### src/rtl/sram_ctrl_pkg.sv
`timescale 1ns/1ps
package sram_ctrl_pkg;

  typedef enum logic [2:0] {
    ST_IDLE,
    ST_SETUP,
    ST_RD,
    ST_RD_REC,
    ST_WR,
    ST_WR_END
  } seq_st_e;

  typedef enum int unsigned {
    TP_ACC,   // address/select access, read and write cycle
    TP_WIN,   // address valid / select low to end of write
    TP_WP,    // write strobe width
    TP_DSU,   // data setup to end of write
    TP_HZ     // output turn-off after select/enable/strobe
  } tparam_e;

  function automatic int unsigned grade_ns(int unsigned grade, tparam_e p);
    int unsigned g;
    g = (grade > 2) ? 2 : grade;
    case (p)
      TP_ACC:  return (g == 0) ? 35 : (g == 1) ? 55 : 70;
      TP_WIN:  return (g == 0) ? 30 : (g == 1) ? 50 : 60;
      TP_WP:   return (g == 0) ? 25 : (g == 1) ? 45 : 55;
      TP_DSU:  return (g == 0) ? 20 : (g == 1) ? 25 : 30;
      default: return (g == 0) ? 15 : (g == 1) ? 20 : 25;
    endcase
  endfunction

  function automatic int unsigned ceil_div(int unsigned a, int unsigned b);
    return (a + b - 1) / b;
  endfunction

  function automatic int unsigned max2(int unsigned a, int unsigned b);
    return (a > b) ? a : b;
  endfunction

  function automatic int unsigned sat_sub(int unsigned a, int unsigned b);
    return (a > b) ? a - b : 0;
  endfunction

endpackage

### src/rtl/sram_cycle_cnt.sv
`timescale 1ns/1ps
module sram_cycle_cnt #(
  parameter int unsigned W = 4
) (
  input  logic         clk_i,
  input  logic         rst_ni,
  input  logic         load_i,
  input  logic [W-1:0] load_val_i,
  output logic [W-1:0] cnt_o,
  output logic         zero_o
);
  logic [W-1:0] cnt_q;

  always_ff @(posedge clk_i or negedge rst_ni) begin
    if (!rst_ni)         cnt_q <= '0;
    else if (load_i)     cnt_q <= load_val_i;
    else if (cnt_q != 0) cnt_q <= cnt_q - 1'b1;
  end

  assign cnt_o  = cnt_q;
  assign zero_o = (cnt_q == '0);
endmodule

### src/rtl/sram_seq.sv
`timescale 1ns/1ps
module sram_seq import sram_ctrl_pkg::*; #(
  parameter int unsigned RD_CYC    = 4,
  parameter int unsigned REC_CYC   = 2,
  parameter int unsigned WP_CYC    = 3,
  parameter int unsigned TURN_CYC  = 0,
  parameter bit          OE_LOW_WR = 1'b0
) (
  input  logic clk_i,
  input  logic rst_ni,
  input  logic req_valid_i,
  input  logic req_we_i,
  output logic ready_o,
  output logic latch_o,
  output logic capture_o,
  output logic done_o,
  output logic ce_no,
  output logic we_no,
  output logic oe_no,
  output logic drive_o
);
  localparam int unsigned MAXC = max2(max2(RD_CYC, REC_CYC), WP_CYC);
  localparam int unsigned CW   = $clog2(MAXC + 1);
  localparam logic [CW-1:0] RD_LD   = CW'(RD_CYC - 1);
  localparam logic [CW-1:0] REC_LD  = CW'(REC_CYC - 1);
  localparam logic [CW-1:0] WP_LD   = CW'(WP_CYC - 1);
  localparam logic [CW-1:0] DRV_LIM = CW'(WP_CYC - TURN_CYC);

  seq_st_e       state_q, state_d;
  logic          is_wr_q;
  logic          load;
  logic [CW-1:0] load_val;
  logic [CW-1:0] cnt;
  logic          cnt_zero;
  logic          ce_q, we_q, oe_q, done_q;

  sram_cycle_cnt #(.W(CW)) u_cnt (
    .clk_i      (clk_i),
    .rst_ni     (rst_ni),
    .load_i     (load),
    .load_val_i (load_val),
    .cnt_o      (cnt),
    .zero_o     (cnt_zero)
  );

  always_comb begin
    state_d   = state_q;
    load      = 1'b0;
    load_val  = '0;
    latch_o   = 1'b0;
    capture_o = 1'b0;
    case (state_q)
      ST_IDLE: if (req_valid_i) begin
        state_d = ST_SETUP;
        latch_o = 1'b1;
      end
      ST_SETUP: begin
        load = 1'b1;
        if (is_wr_q) begin
          state_d  = ST_WR;
          load_val = WP_LD;
        end else begin
          state_d  = ST_RD;
          load_val = RD_LD;
        end
      end
      ST_RD: if (cnt_zero) begin
        state_d   = ST_RD_REC;
        load      = 1'b1;
        load_val  = REC_LD;
        capture_o = 1'b1;
      end
      ST_RD_REC: if (cnt_zero) state_d = ST_IDLE;
      ST_WR:     if (cnt_zero) state_d = ST_WR_END;
      ST_WR_END: state_d = ST_IDLE;
      default:   state_d = ST_IDLE;
    endcase
  end

  always_ff @(posedge clk_i or negedge rst_ni) begin
    if (!rst_ni) begin
      state_q <= ST_IDLE;
      is_wr_q <= 1'b0;
      ce_q    <= 1'b1;
      we_q    <= 1'b1;
      oe_q    <= 1'b1;
      done_q  <= 1'b0;
    end else begin
      state_q <= state_d;
      if (latch_o) is_wr_q <= req_we_i;
      // strobes registered from next state: glitch-free pins
      ce_q   <= !(state_d == ST_RD || state_d == ST_WR);
      we_q   <= !(state_d == ST_WR);
      oe_q   <= !(state_d == ST_RD || (OE_LOW_WR && state_d == ST_WR));
      done_q <= (state_q == ST_WR_END);
    end
  end

  assign ready_o = (state_q == ST_IDLE);
  assign done_o  = done_q;
  assign ce_no   = ce_q;
  assign we_no   = we_q;
  assign oe_no   = oe_q;
  // drivers on for the tail of the strobe, held one cycle past its rise
  assign drive_o = ((state_q == ST_WR) && (cnt < DRV_LIM)) || (state_q == ST_WR_END);

  AST_WE_WITH_CE: assert property (@(posedge clk_i) disable iff (!rst_ni) $fell(we_no) |-> $fell(ce_no)) else $error("write strobe fell without select");
  AST_OE_IN_WRITE: assert property (@(posedge clk_i) disable iff (!rst_ni) !we_no |-> (oe_no == !OE_LOW_WR)) else $error("read enable wrong during write");
  AST_NO_CONTEND: assert property (@(posedge clk_i) disable iff (!rst_ni) (!ce_no && !oe_no && we_no) |-> !drive_o) else $error("drive during read");
  AST_DRV_RELEASE: assert property (@(posedge clk_i) disable iff (!rst_ni) (drive_o && we_no) |=> !drive_o) else $error("drivers held too long");
  AST_DONE_PULSE: assert property (@(posedge clk_i) disable iff (!rst_ni) done_o |=> !done_o) else $error("done wider than one cycle");
endmodule

### src/rtl/sram_dq_path.sv
`timescale 1ns/1ps
module sram_dq_path #(
  parameter int unsigned AW = 15,
  parameter int unsigned DW = 8
) (
  input  logic          clk_i,
  input  logic          rst_ni,
  input  logic          latch_i,
  input  logic          capture_i,
  input  logic [AW-1:0] req_addr_i,
  input  logic [DW-1:0] req_wdata_i,
  input  logic [DW-1:0] mem_dq_i,
  output logic [AW-1:0] addr_o,
  output logic [DW-1:0] wdata_o,
  output logic [DW-1:0] rdata_o,
  output logic          rsp_valid_o
);
  logic [AW-1:0] addr_q;
  logic [DW-1:0] wdata_q, rdata_q;
  logic          rsp_q;

  always_ff @(posedge clk_i or negedge rst_ni) begin
    if (!rst_ni) begin
      addr_q  <= '0;
      wdata_q <= '0;
      rdata_q <= '0;
      rsp_q   <= 1'b0;
    end else begin
      if (latch_i) begin
        addr_q  <= req_addr_i;
        wdata_q <= req_wdata_i;
      end
      if (capture_i) rdata_q <= mem_dq_i;
      rsp_q <= capture_i;
    end
  end

  assign addr_o      = addr_q;
  assign wdata_o     = wdata_q;
  assign rdata_o     = rdata_q;
  assign rsp_valid_o = rsp_q;
endmodule

### src/rtl/sram_ctrl.sv
`timescale 1ns/1ps
module sram_ctrl import sram_ctrl_pkg::*; #(
  parameter int unsigned AW        = 15,
  parameter int unsigned DW        = 8,
  parameter int unsigned CLK_NS    = 10,
  parameter int unsigned GRADE     = 0,    // 0:35ns 1:55ns 2:70ns
  parameter bit          OE_LOW_WR = 1'b0
) (
  input  logic          clk_i,
  input  logic          rst_ni,
  input  logic          req_valid_i,
  output logic          req_ready_o,
  input  logic          req_we_i,
  input  logic [AW-1:0] req_addr_i,
  input  logic [DW-1:0] req_wdata_i,
  output logic          rsp_valid_o,
  output logic [DW-1:0] rsp_rdata_o,
  output logic          wr_done_o,
  output logic [AW-1:0] mem_addr_o,
  output logic          mem_ce_no,
  output logic          mem_we_no,
  output logic          mem_oe_no,
  output logic [DW-1:0] mem_dq_o,
  output logic          mem_dq_oe_o,
  input  logic [DW-1:0] mem_dq_i
);
  localparam int unsigned ACC_C  = ceil_div(grade_ns(GRADE, TP_ACC), CLK_NS);
  localparam int unsigned WIN_C  = ceil_div(grade_ns(GRADE, TP_WIN), CLK_NS);
  localparam int unsigned WPM_C  = ceil_div(grade_ns(GRADE, TP_WP),  CLK_NS);
  localparam int unsigned DSU_C  = ceil_div(grade_ns(GRADE, TP_DSU), CLK_NS);
  localparam int unsigned HZ_C   = ceil_div(grade_ns(GRADE, TP_HZ),  CLK_NS);
  localparam int unsigned TURN_C = OE_LOW_WR ? HZ_C : 0;
  // setup and end cycles add 2 to the strobe for the write cycle time
  localparam int unsigned WP_C   = max2(max2(WPM_C, WIN_C),
                                        max2(sat_sub(ACC_C, 2), TURN_C + DSU_C));

  logic latch, capture;

  sram_seq #(
    .RD_CYC    (ACC_C),
    .REC_CYC   (HZ_C),
    .WP_CYC    (WP_C),
    .TURN_CYC  (TURN_C),
    .OE_LOW_WR (OE_LOW_WR)
  ) u_seq (
    .clk_i       (clk_i),
    .rst_ni      (rst_ni),
    .req_valid_i (req_valid_i),
    .req_we_i    (req_we_i),
    .ready_o     (req_ready_o),
    .latch_o     (latch),
    .capture_o   (capture),
    .done_o      (wr_done_o),
    .ce_no       (mem_ce_no),
    .we_no       (mem_we_no),
    .oe_no       (mem_oe_no),
    .drive_o     (mem_dq_oe_o)
  );

  sram_dq_path #(.AW(AW), .DW(DW)) u_dq (
    .clk_i       (clk_i),
    .rst_ni      (rst_ni),
    .latch_i     (latch),
    .capture_i   (capture),
    .req_addr_i  (req_addr_i),
    .req_wdata_i (req_wdata_i),
    .mem_dq_i    (mem_dq_i),
    .addr_o      (mem_addr_o),
    .wdata_o     (mem_dq_o),
    .rdata_o     (rsp_rdata_o),
    .rsp_valid_o (rsp_valid_o)
  );

  AST_ADDR_QUIET: assert property (@(posedge clk_i) disable iff (!rst_ni) !$stable(mem_addr_o) |-> (mem_ce_no && mem_we_no && $past(mem_ce_no) && $past(mem_we_no))) else $error("address moved under strobe");
  AST_RSP_PULSE: assert property (@(posedge clk_i) disable iff (!rst_ni) rsp_valid_o |=> !rsp_valid_o) else $error("read valid wider than one cycle");
  AST_RSP_AFTER_READ: assert property (@(posedge clk_i) disable iff (!rst_ni) rsp_valid_o |-> (mem_ce_no && mem_oe_no && $past(!mem_ce_no) && $past(!mem_oe_no))) else $error("read data outside window");
endmodule

### config.mk
export PLATFORM = sky130hd
export DESIGN_NAME = sram_ctrl
export DESIGN_NICKNAME = d
export VERILOG_FILES = /design/src/rtl/sram_ctrl_pkg.sv /design/src/rtl/sram_cycle_cnt.sv /design/src/rtl/sram_seq.sv /design/src/rtl/sram_dq_path.sv /design/src/rtl/sram_ctrl.sv
export SDC_FILE = /design/constraint.sdc
export NUM_CORES = 1
export LEC_CHECK = 0
export CORE_MARGIN = 2
export CORE_UTILIZATION = 45
export CTS_BUF_LIST = sky130_fd_sc_hd__clkbuf_8
export CTS_CLUSTER_DIAMETER = 200
export DETAILED_ROUTE_END_ITERATION = 16
export DONT_BUFFER_PORTS = 1
export PLACE_DENSITY_LB_ADDON = 0.08
export SYNTH_ARGS = -nofsm -noshare
export SYNTH_HDL_FRONTEND = slang
export SYNTH_SLANG_ARGS = --single-unit
### constraint.sdc
create_clock -name clk_i -period 1.7 [get_ports clk_i]
set_input_delay 0.17 -clock clk_i [delete_from_list [all_inputs] [get_ports clk_i]]
set_output_delay 0.17 -clock clk_i [all_outputs]
set_load 0.03 [all_outputs]
* Word-level counts from Yosys, hierarchy flattened
Cells that the tools add are included.
Word-level totals: input port bits 35, bits in registers 43, logic and storage cells 46
Cells by class: eq/ne operators 7, multiplexer cells 16, order comparisons 1, reductions and logical operators 10, add/subtract/negate cells 1
Operator list (count):
- 3-bit two-way mux | 7
- 3-bit one-hot mux with 5 select lines | 1
- 3-bit by 2-bit equality test with 1-bit output (second input constant) | 3
- 3-bit equality test (second input constant) | 3
- 3-bit logical NOT | 2
- 1-bit two-way mux | 6
- 3-bit one-hot mux with 2 select lines | 1
- 3-bit by 1-bit equality test with 1-bit output (second input constant) | 1
- 1-bit logical NOT | 3
- 3-bit by 2-bit less-than comparator with 1-bit output (second input constant) | 1
- 3-bit nonzero test | 1
- 3-bit by 1-bit subtractor with 3-bit output (second input constant) | 1
- 1-bit logical OR | 2
- 1-bit one-hot mux with 2 select lines | 1
- 2-bit nonzero test | 1
- 1-bit logical AND | 1

* Depth between registers and ports, before layout
Gate-level depths: netlist (run 1).
word-level depth 6, depth in mapped cells 7

* Cells and area by module
From an unflattened synthesis (run 1), not the netlist that was laid out.
Unflattened totals: cells, all modules 129, area, all modules 1830.5 um^2
By module, submodules not included:
- sram_dq_path | seq. area each 800.8 um^2, cells an instance 66, times used 1, area each 1177.4 um^2
- sram_seq | seq. area each 203.9 um^2, cells an instance 42, times used 1, area each 452.9 um^2
- sram_cycle_cnt | seq. area each 75.1 um^2, cells an instance 21, times used 1, area each 200.2 um^2

* Worst setup path after synthesis (run 1)
No wires, ideal clock.
path type reg2out, start register u_seq.state_q[1], end output req_ready_o, data arrival time 1399 ps, cell stages (with the launch flop) 4, data required time 1530 ps, setup slack 131 ps, cells stage by stage dfrtp_1 > buf_6 > clkbuf_1 > nor3_1
Between the ends: word-level cells in the longest chain between the ends 1
RTL lines:
- start, declared | line sram_seq.sv:29 | seq_st_e state_q, state_d;
- start signal, assigned | line sram_seq.sv:89 | state_q <= state_d;
- 3-bit logical NOT | line sram_seq.sv:99 | assign ready_o = (state_q == ST_IDLE);
- end, declared | line sram_ctrl.sv:12 | output logic req_ready_o,
No other way between the ends.

* Final worst setup path (run 1)
start register u_seq.state_q[1], end output mem_dq_oe_o
Between the ends: word-level cells in the longest chain between the ends 3
RTL lines:
- 3-bit equality test | line sram_seq.sv:105 | assign drive_o = ((state_q == ST_WR) && (cnt < DRV_LIM)) || (state_q == ST_WR_END);
- 1-bit logical AND | line sram_seq.sv:105
- 1-bit logical OR (*) | line sram_seq.sv:105
- end, declared | line sram_ctrl.sv:24 | output logic mem_dq_oe_o,
Mark *: on every way between the ends. The rest lies on a longest branch, timed or not.

==> results.sh, run 1 <==
export IMPL_status="completed"
export IMPL_overflow=0
export IMPL_synth_edf_count=0
export IMPL_ys_flop_type="dfrtp_1"
export IMPL_core_um2=3943
export IMPL_power_density_nw_per_um2=2487
export IMPL_relSlewSlack=0.7782
export IMPL_synth_largest_area_cell="dfrtp_1"
export IMPL_synth_nets=171
export IMPL_synth_common_cells="dfrtp_1 (40), mux2_2 (22), mux2_1 (10)"
export IMPL_final_util=0.5287
export IMPL_drtIter0Drc=57
export IMPL_finalNetCount=184
export IMPL_fin_cells=198
export IMPL_crit_path_max_incr_delay_ns=0.41
export IMPL_clk_pin_slew_worst_paths_ns=0.08
export IMPL_final_area_um2=2085
export IMPL_cp_top_family="flip-flops"
export IMPL_diodes=0
export IMPL_arrival_ns=1.44
export IMPL_synthCells=134
export IMPL_yosys_cell_types_count=31
export IMPL_wirelength_um=3330
export IMPL_timing_final_crit_period_ns=1.607
export IMPL_gr_usage_all_layers=0.1530
export IMPL_seq_area_frac_synth=0.5911
export IMPL_vias_per_cell=5.384
export IMPL_placed_cell_area_um2=1917
export IMPL_floorplan_initialDensity=0.4633
export IMPL_dr_pass1_iters=4
export IMPL_crit_buf_inv=2
export IMPL_drc=0
export IMPL_ys_seq_elements=43
export IMPL_routedWlPerCell_um=16.82
export IMPL_clkSinkCount=43
export IMPL_crit_path_start="u_seq.state_q[1]"
export IMPL_tightest_slew_ns=0.3328
export IMPL_row_count=23
export IMPL_multi_input_area_um2=678.2
export IMPL_endpoint_kind="output pin"
export IMPL_required_ns=1.53
export IMPL_clock_latency_ns=0.29
export IMPL_ys_async_sr_fraction=1.000
export IMPL_hold_viol=0
export IMPL_fin_crit_sh=0.9451
export IMPL_fin_skew_ns=0.002788
export IMPL_io_buffers=0
export IMPL_cts_htree_levels=2
export IMPL_worstSetupPathType="register to output pin"
export IMPL_drv_cap=0
export IMPL_cts_buffer_depth=2
export IMPL_crit_fanout=15
export IMPL_grt_max_degree=44
export IMPL_tns_ns=0
export IMPL_min_path_cells=1
export IMPL_gp_congestion=0.8905
export IMPL_p_leak_nw=0.9039
export IMPL_r2r_start="u_seq.u_cnt.cnt_o[1]"
export IMPL_route_vias_total=1066
export IMPL_ir_drop_mv=1.150
export IMPL_register_area_um2=1080
export IMPL_cp_start_kind="register"
export IMPL_hold_start="req_we_i"
export IMPL_clockRootBuffer="clkbuf_8"
export IMPL_syn_to_final_growth_pct=14.11
export IMPL_grt_pass1_wl_um=5133
export IMPL_drv_slew=0
export IMPL_io_pins=73
export IMPL_rr_worst_depth=6
export IMPL_cpMaxStageDelayCell="dfrtp_1"
export IMPL_die_y_um=67.72
export IMPL_fmax_mhz=622.4
export IMPL_cts_tree="yes"
export IMPL_antenna_found_initial=0
export IMPL_place_inst=188
export IMPL_ant_nets=0
export IMPL_drive_gt1_frac=0.3378
export IMPL_dieArea_um2=4585
export IMPL_total_power_w=0.005185
export IMPL_crit_top_cell="buf_4"
export IMPL_r2r_end="u_dq.rdata_o[5]"
export IMPL_fillers=347
export IMPL_path_cells="buf_4 -> nand2b_1 -> nor2_1 -> buf_4"
export IMPL_yosys_top_cells_area="dfrtp_1 (55%), mux2_2 (14%), mux2_1 (6.2%)"
export IMPL_grt_pass1_vias=1149
export IMPL_syn_area_um2=1827
export IMPL_setup_viol=0
export IMPL_yosysTopAreaCellShare=0.5479
export IMPL_die_w_um=67.72
export IMPL_dpl_hpwl_um=2464
export IMPL_ys_warn_count=0
export IMPL_min_to="u_seq.is_wr_q"
export IMPL_hold_class="input port to register"
export IMPL_cts_buffers=5
export IMPL_syn_avg_cell_area_um2=13.63
export IMPL_synth_most_common_cell="dfrtp_1"
export IMPL_regToRegSetupSlack_ns=0.12
export IMPL_rsz0062_at_grt="no"
layer usage:
metal | vias to the layer above | GRT usage | share of wire | routed length (um)
met3 | 6 | 0.05500 | 0.083 | 276
met4 | 0 | 0.05867 | 0.013 | 42
li1 | 486 | - | - | -
met2 | 56 | 0.2708 | 0.53 | 1756
met5 | - | 0 | 0 | 0
met1 | 518 | 0.1656 | 0.38 | 1255
worst max path at each step:
| stage | cells after the start | to |
|---|---|---|
| after floorplan | 3 | req_ready_o |
| after global placement | 7 | u_seq.u_cnt.cnt_o[0] |
| after detailed placement | 6 | u_dq.rdata_o[4] |
| after CTS | 4 | mem_dq_oe_o |
| after global routing | 4 | mem_dq_oe_o |
| final | 4 | mem_dq_oe_o |
layout by cell type (no fill, tap or decap), types with 2 or more instances in the layout:
master     instances
a21oi_1            9
buf_4             11
bufinv_16          2
clkbuf_8           5
dfrtp_1           40
dfstp_2            3
ha_1               2
inv_1              6
mux2_1            10
mux2_2            22
nand2_1            5
nand2b_1           2
nor2_1             7
nor3_1             3
xnor2_1            2
cell families (layout without fill, tap and decap cells):
kind of cell / Yosys count / in the layout / share of synthesized area
and+or+nand+nor: 26 / 26 / 0.08425
DFF: 43 / 43 / 0.5911
xor gates and xnor gates: 2 / 2 / 0.009591
buffers and inverters: 12 / 26 / 0.04041
AOI/OAI and AO/OA: 16 / 16 / 0.05822
adders and majority gates: 2 / 2 / 0.01370
muxes: 33 / 33 / 0.2027
repair_timing:
item / CTS / global route
setup endpoints to repair: 0 / 1
hold buffers: 2 / 0
gates resized for setup: 0 / 2
endpoints found under the hold margin: 43 / 0
buffers inserted: 0 / 0
state kept, by name, summed over array words and instances, names as in the netlist:
name,cells
u_dq.rsp_valid_o,1
u_seq.done_o,1
u_dq.wdata_o,8
u_dq.rdata_o,8
u_dq.addr_o,15
u_seq.u_cnt.cnt_o,3
u_seq.state_q,3
u_seq.oe_no,1
u_seq.ce_no,1
u_seq.is_wr_q,1
u_seq.we_no,1
power breakdown:
part           switching [W]  internal (W)  leakage (nW)  total [W]
clock               0.000319      0.000581        0.0695   0.000900
combinational       0.000741      0.000803         0.325    0.00154
sequential           0.00119       0.00155         0.509    0.00274
final cells by class:
type | count | share of cell area
Clock buffer | 5 | 0.03301
Tap cell | 50 | 0.03001
Inverter | 5 | 0.009004
Timing Repair Buffer | 13 | 0.05402
Clock inverter | 3 | 0.03061
Multi-Input combinational cell | 79 | 0.3253
Sequential cell | 43 | 0.5180
metrics by stage:
step                      setup WS [ns]  hold slack (ns)
after floorplan                  0.1313          -0.1256
after global placement           0.1684          -0.1247
after detailed placement         0.1124          -0.1246
after CTS                       0.06227         0.005607
after global routing           0.002230         0.003288
final                           0.09338          0.01695
(Power assumes the default switching activity.)
==> run 2: changes to the inputs <==
--- a/config.mk
+++ b/config.mk
@@ -5,6 +5,7 @@
 export SDC_FILE = /design/constraint.sdc
 export NUM_CORES = 1
 export LEC_CHECK = 0
+export ABC_AREA = 1
 export CORE_MARGIN = 2
 export CORE_UTILIZATION = 45
 export CTS_BUF_LIST = sky130_fd_sc_hd__clkbuf_8
==> run 2 against run 1 <==
Against the previous run: cell area rose by 0.36%; largest power group unchanged; sequential power fell by 4%; utilization fell by 0.19 points; die area rose by 0.19%; combinational power fell by 22%; via count rose by 18%; critical endpoint unchanged; sequential cell count did not move; routed wire length rose by 2.2%; count of clock-buffer cells in the layout did not move.
==> results.sh, run 2 <==
export IMPL_status="completed"
export IMPL_yosysTopAreaCellShare=0.5468
export IMPL_hold_class="input port to register"
export IMPL_cp_top_family="flip-flops"
export IMPL_min_path_cells=2
export IMPL_diodes=0
export IMPL_grt_pass1_wl_um=5630
export IMPL_ys_seq_elements=43
export IMPL_power_net_switching_w=0.002195
export IMPL_fin_skew_ns=0.007308
export IMPL_cpMaxStageDelayCell="dfrtp_1"
export IMPL_fin_crit_sh=0.8913
export IMPL_mostFrequentLayoutCells="nand2_1 (56), dfrtp_1 (40), inv_1 (31)"
export IMPL_synth_largest_area_cell="dfrtp_1"
export IMPL_drtIter0Drc=72
export IMPL_required_ns=1.53
export IMPL_swShare=0.4939
export IMPL_worst_path_stages=4
export IMPL_drv_cap=0
export IMPL_syn_avg_cell_area_um2=9.534
export IMPL_gp_congestion=0.7961
export IMPL_worstSetupPathType="register to output pin"
export IMPL_p_comb_frac=0.271
export IMPL_row_count=23
export IMPL_drc=0
export IMPL_ys_warn_count=0
export IMPL_relSlewSlack=0.7682
export IMPL_seqPwrFrac=0.592
export IMPL_clkSinkCount=43
export IMPL_antenna_found_initial=0
export IMPL_core_um2=3971
export IMPL_intPower_w=0.002249
export IMPL_rr_worst_depth=8
export IMPL_p_clk_frac=0.137
export IMPL_synth_most_common_cell="nand2_1"
export IMPL_dr_pass1_iters=4
export IMPL_finalNetCount=245
export IMPL_hold_viol=0
export IMPL_drv_slew=0
export IMPL_grt_max_degree=50
export IMPL_grt_pass1_vias=1268
export IMPL_cts_htree_levels=2
export IMPL_cts_tree="yes"
export IMPL_io_buffers=0
export IMPL_synthCells=192
export IMPL_final_common_cell="nand2_1"
export IMPL_ys_flop_type="dfrtp_1"
export IMPL_drive_gt1_frac=0.1435
export IMPL_dpl_hpwl_um=2412
export IMPL_cts_buffer_depth=2
export IMPL_yosys_cell_types_count=29
export IMPL_rsz0062_at_grt="no"
export IMPL_yosys_top_cells_area="dfrtp_1 (55%), nand2_1 (11%), inv_1 (6.2%)"
export IMPL_die_w_um=67.78
export IMPL_setup_ws_ns=0.1848
export IMPL_ys_async_sr_fraction=1.000
export IMPL_synth_edf_count=0
export IMPL_ant_nets=0
export IMPL_routedWlPerCell_um=13.14
export IMPL_crit_fanout=7
export IMPL_dieArea_um2=4594
export IMPL_gr_usage_all_layers=0.1665
export IMPL_synth_nets=229
export IMPL_route_vias_total=1260
export IMPL_register_area_um2=1080
export IMPL_seq_area_frac_synth=0.5899
export IMPL_setup_viol=0
export IMPL_p_leak_nw=1.069
export IMPL_io_pins=73
export IMPL_multi_input_area_um2=575.6
export IMPL_cts_buffers=5
export IMPL_largest_register_ff_count=15
export IMPL_vias_per_cell=4.865
export IMPL_ir_drop_mv=1.074
export IMPL_crit_path_max_incr_delay_ns=0.48
export IMPL_tightest_slew_ns=0.3477
export IMPL_path_cells="nor2_4 -> nand2_1 -> o22ai_1 -> buf_4"
export IMPL_die_y_um=67.78
export IMPL_floorplan_initialDensity=0.4609
export IMPL_arrival_ns=1.35
export IMPL_synth_common_cells="nand2_1 (56), dfrtp_1 (40), inv_1 (30)"
export IMPL_syn_area_um2=1831
export IMPL_syn_to_final_growth_pct=14.29
export IMPL_fillers=379
export IMPL_tns_ns=0
export IMPL_wirelength_um=3402
export IMPL_power_density_nw_per_um2=2124
export IMPL_dp_slack_ns=0.2328
export IMPL_crit_buf_inv=1
export IMPL_overflow=0
export IMPL_clockRootBuffer="clkbuf_8"
export IMPL_clk_pin_slew_worst_paths_ns=0.08
export IMPL_fmax_mhz=660.0
export IMPL_cp_start_kind="register"
export IMPL_timing_final_crit_period_ns=1.515
export IMPL_endpoint_kind="output pin"
export IMPL_clock_latency_ns=0.29
## run 2: cell count changes after synthesis, moves of 3 or more
| cell | previous run | this run |
|---|---|---|
| a21oi_1 | 9 | 2 |
| buf_6 | 3 | 0 |
| inv_1 | 5 | 30 |
| mux2_1 | 10 | 0 |
| mux2_2 | 22 | 0 |
| nand2_1 | 5 | 56 |
| nor2_1 | 8 | 5 |
| nor2_4 | 0 | 3 |
| o21ai_0 | 1 | 17 |
| o21ai_1 | 0 | 8 |
| o21ai_2 | 0 | 4 |
## run 2: metal layers
layer  GRT usage  wire [um]
met5           0          0
met1      0.1886       1379
met2      0.2806       1700
met3     0.07167        244
met4     0.05750         78
## run 2: worst paths after layout
kind / from / slack, ns / end
hold / removal: req_addr_i[9] / 0.01 / u_dq.addr_o[9]
setup / recovery: u_seq.state_q[0] / 0.18 / mem_dq_oe_o
max in group asynchronous: rst_ni / 1.05 / u_seq.we_no
min in group asynchronous: rst_ni / 0.40 / u_seq.state_q[0]
setup reg to reg: u_seq.u_cnt.cnt_o[0] / 0.23 / u_dq.rdata_o[1]
hold reg to reg: u_seq.is_wr_q / 0.57 / u_seq.is_wr_q
## run 2: worst register-to-register path: stages, from the launching register on
cell	delay, ns
dfrtp_1	0.37
inv_1	0.12
ha_1	0.19
inv_1	0.05
nor2_2	0.22
nand3_4	0.20
inv_4	0.14
nand2_1	0.06
nand2_1	0.06
## run 2: through the flow
stage	hold slack (ns)	instances	cell area [um^2]	utilization	power, W
2_1_floorplan	-0.1256	192	1831	-	0.003545
3_3_place_gp	-0.1246	240	1879	0.4732	0.003756
3_5_place_dp	-0.1247	240	1879	0.4732	0.003827
4_1_cts	0.0001250	259	2092	0.5268	0.004496
5_1_grt	0.0007843	259	2092	0.5268	0.004791
6_report	0.01135	259	2092	0.5268	0.004444
## run 2: power by group through the flow
stage          logic (W)  clock network (W)  registers [W]
2_1_floorplan   0.000996                  0        0.00255
3_3_place_gp     0.00112                  0        0.00264
3_5_place_dp     0.00118                  0        0.00265
4_1_cts          0.00123           0.000637        0.00263
5_1_grt          0.00140           0.000693        0.00269
6_report         0.00120           0.000611        0.00263
## run 2: cell type report
cell class,count,area share
clock buffer,5,0.03289
timing repair buffer,14,0.07775
tap,50,0.02990
inverter,33,0.06041
clock inverter,3,0.007775
multi-input combinational,111,0.2751
sequential,43,0.5161
## run 2: cells by family (layout without fill, tap and decap cells)
family / after synthesis / after routing / share of synthesized area
xor gates and xnor gates: 1 / 1 / 0.004786
buffers and inverters: 38 / 55 / 0.09569
AOI/OAI and AO/OA: 33 / 33 / 0.1005
DFF: 43 / 43 / 0.5899
and+or+nand+nor: 75 / 75 / 0.1955
adders and majority gates: 2 / 2 / 0.01367
## run 2: what timing repair did
item	CTS	global route
resized for setup	0	0
hold buffers	11	0
hold endpoints to repair	52	0
setup buffers	0	0
setup endpoints to repair	0	0
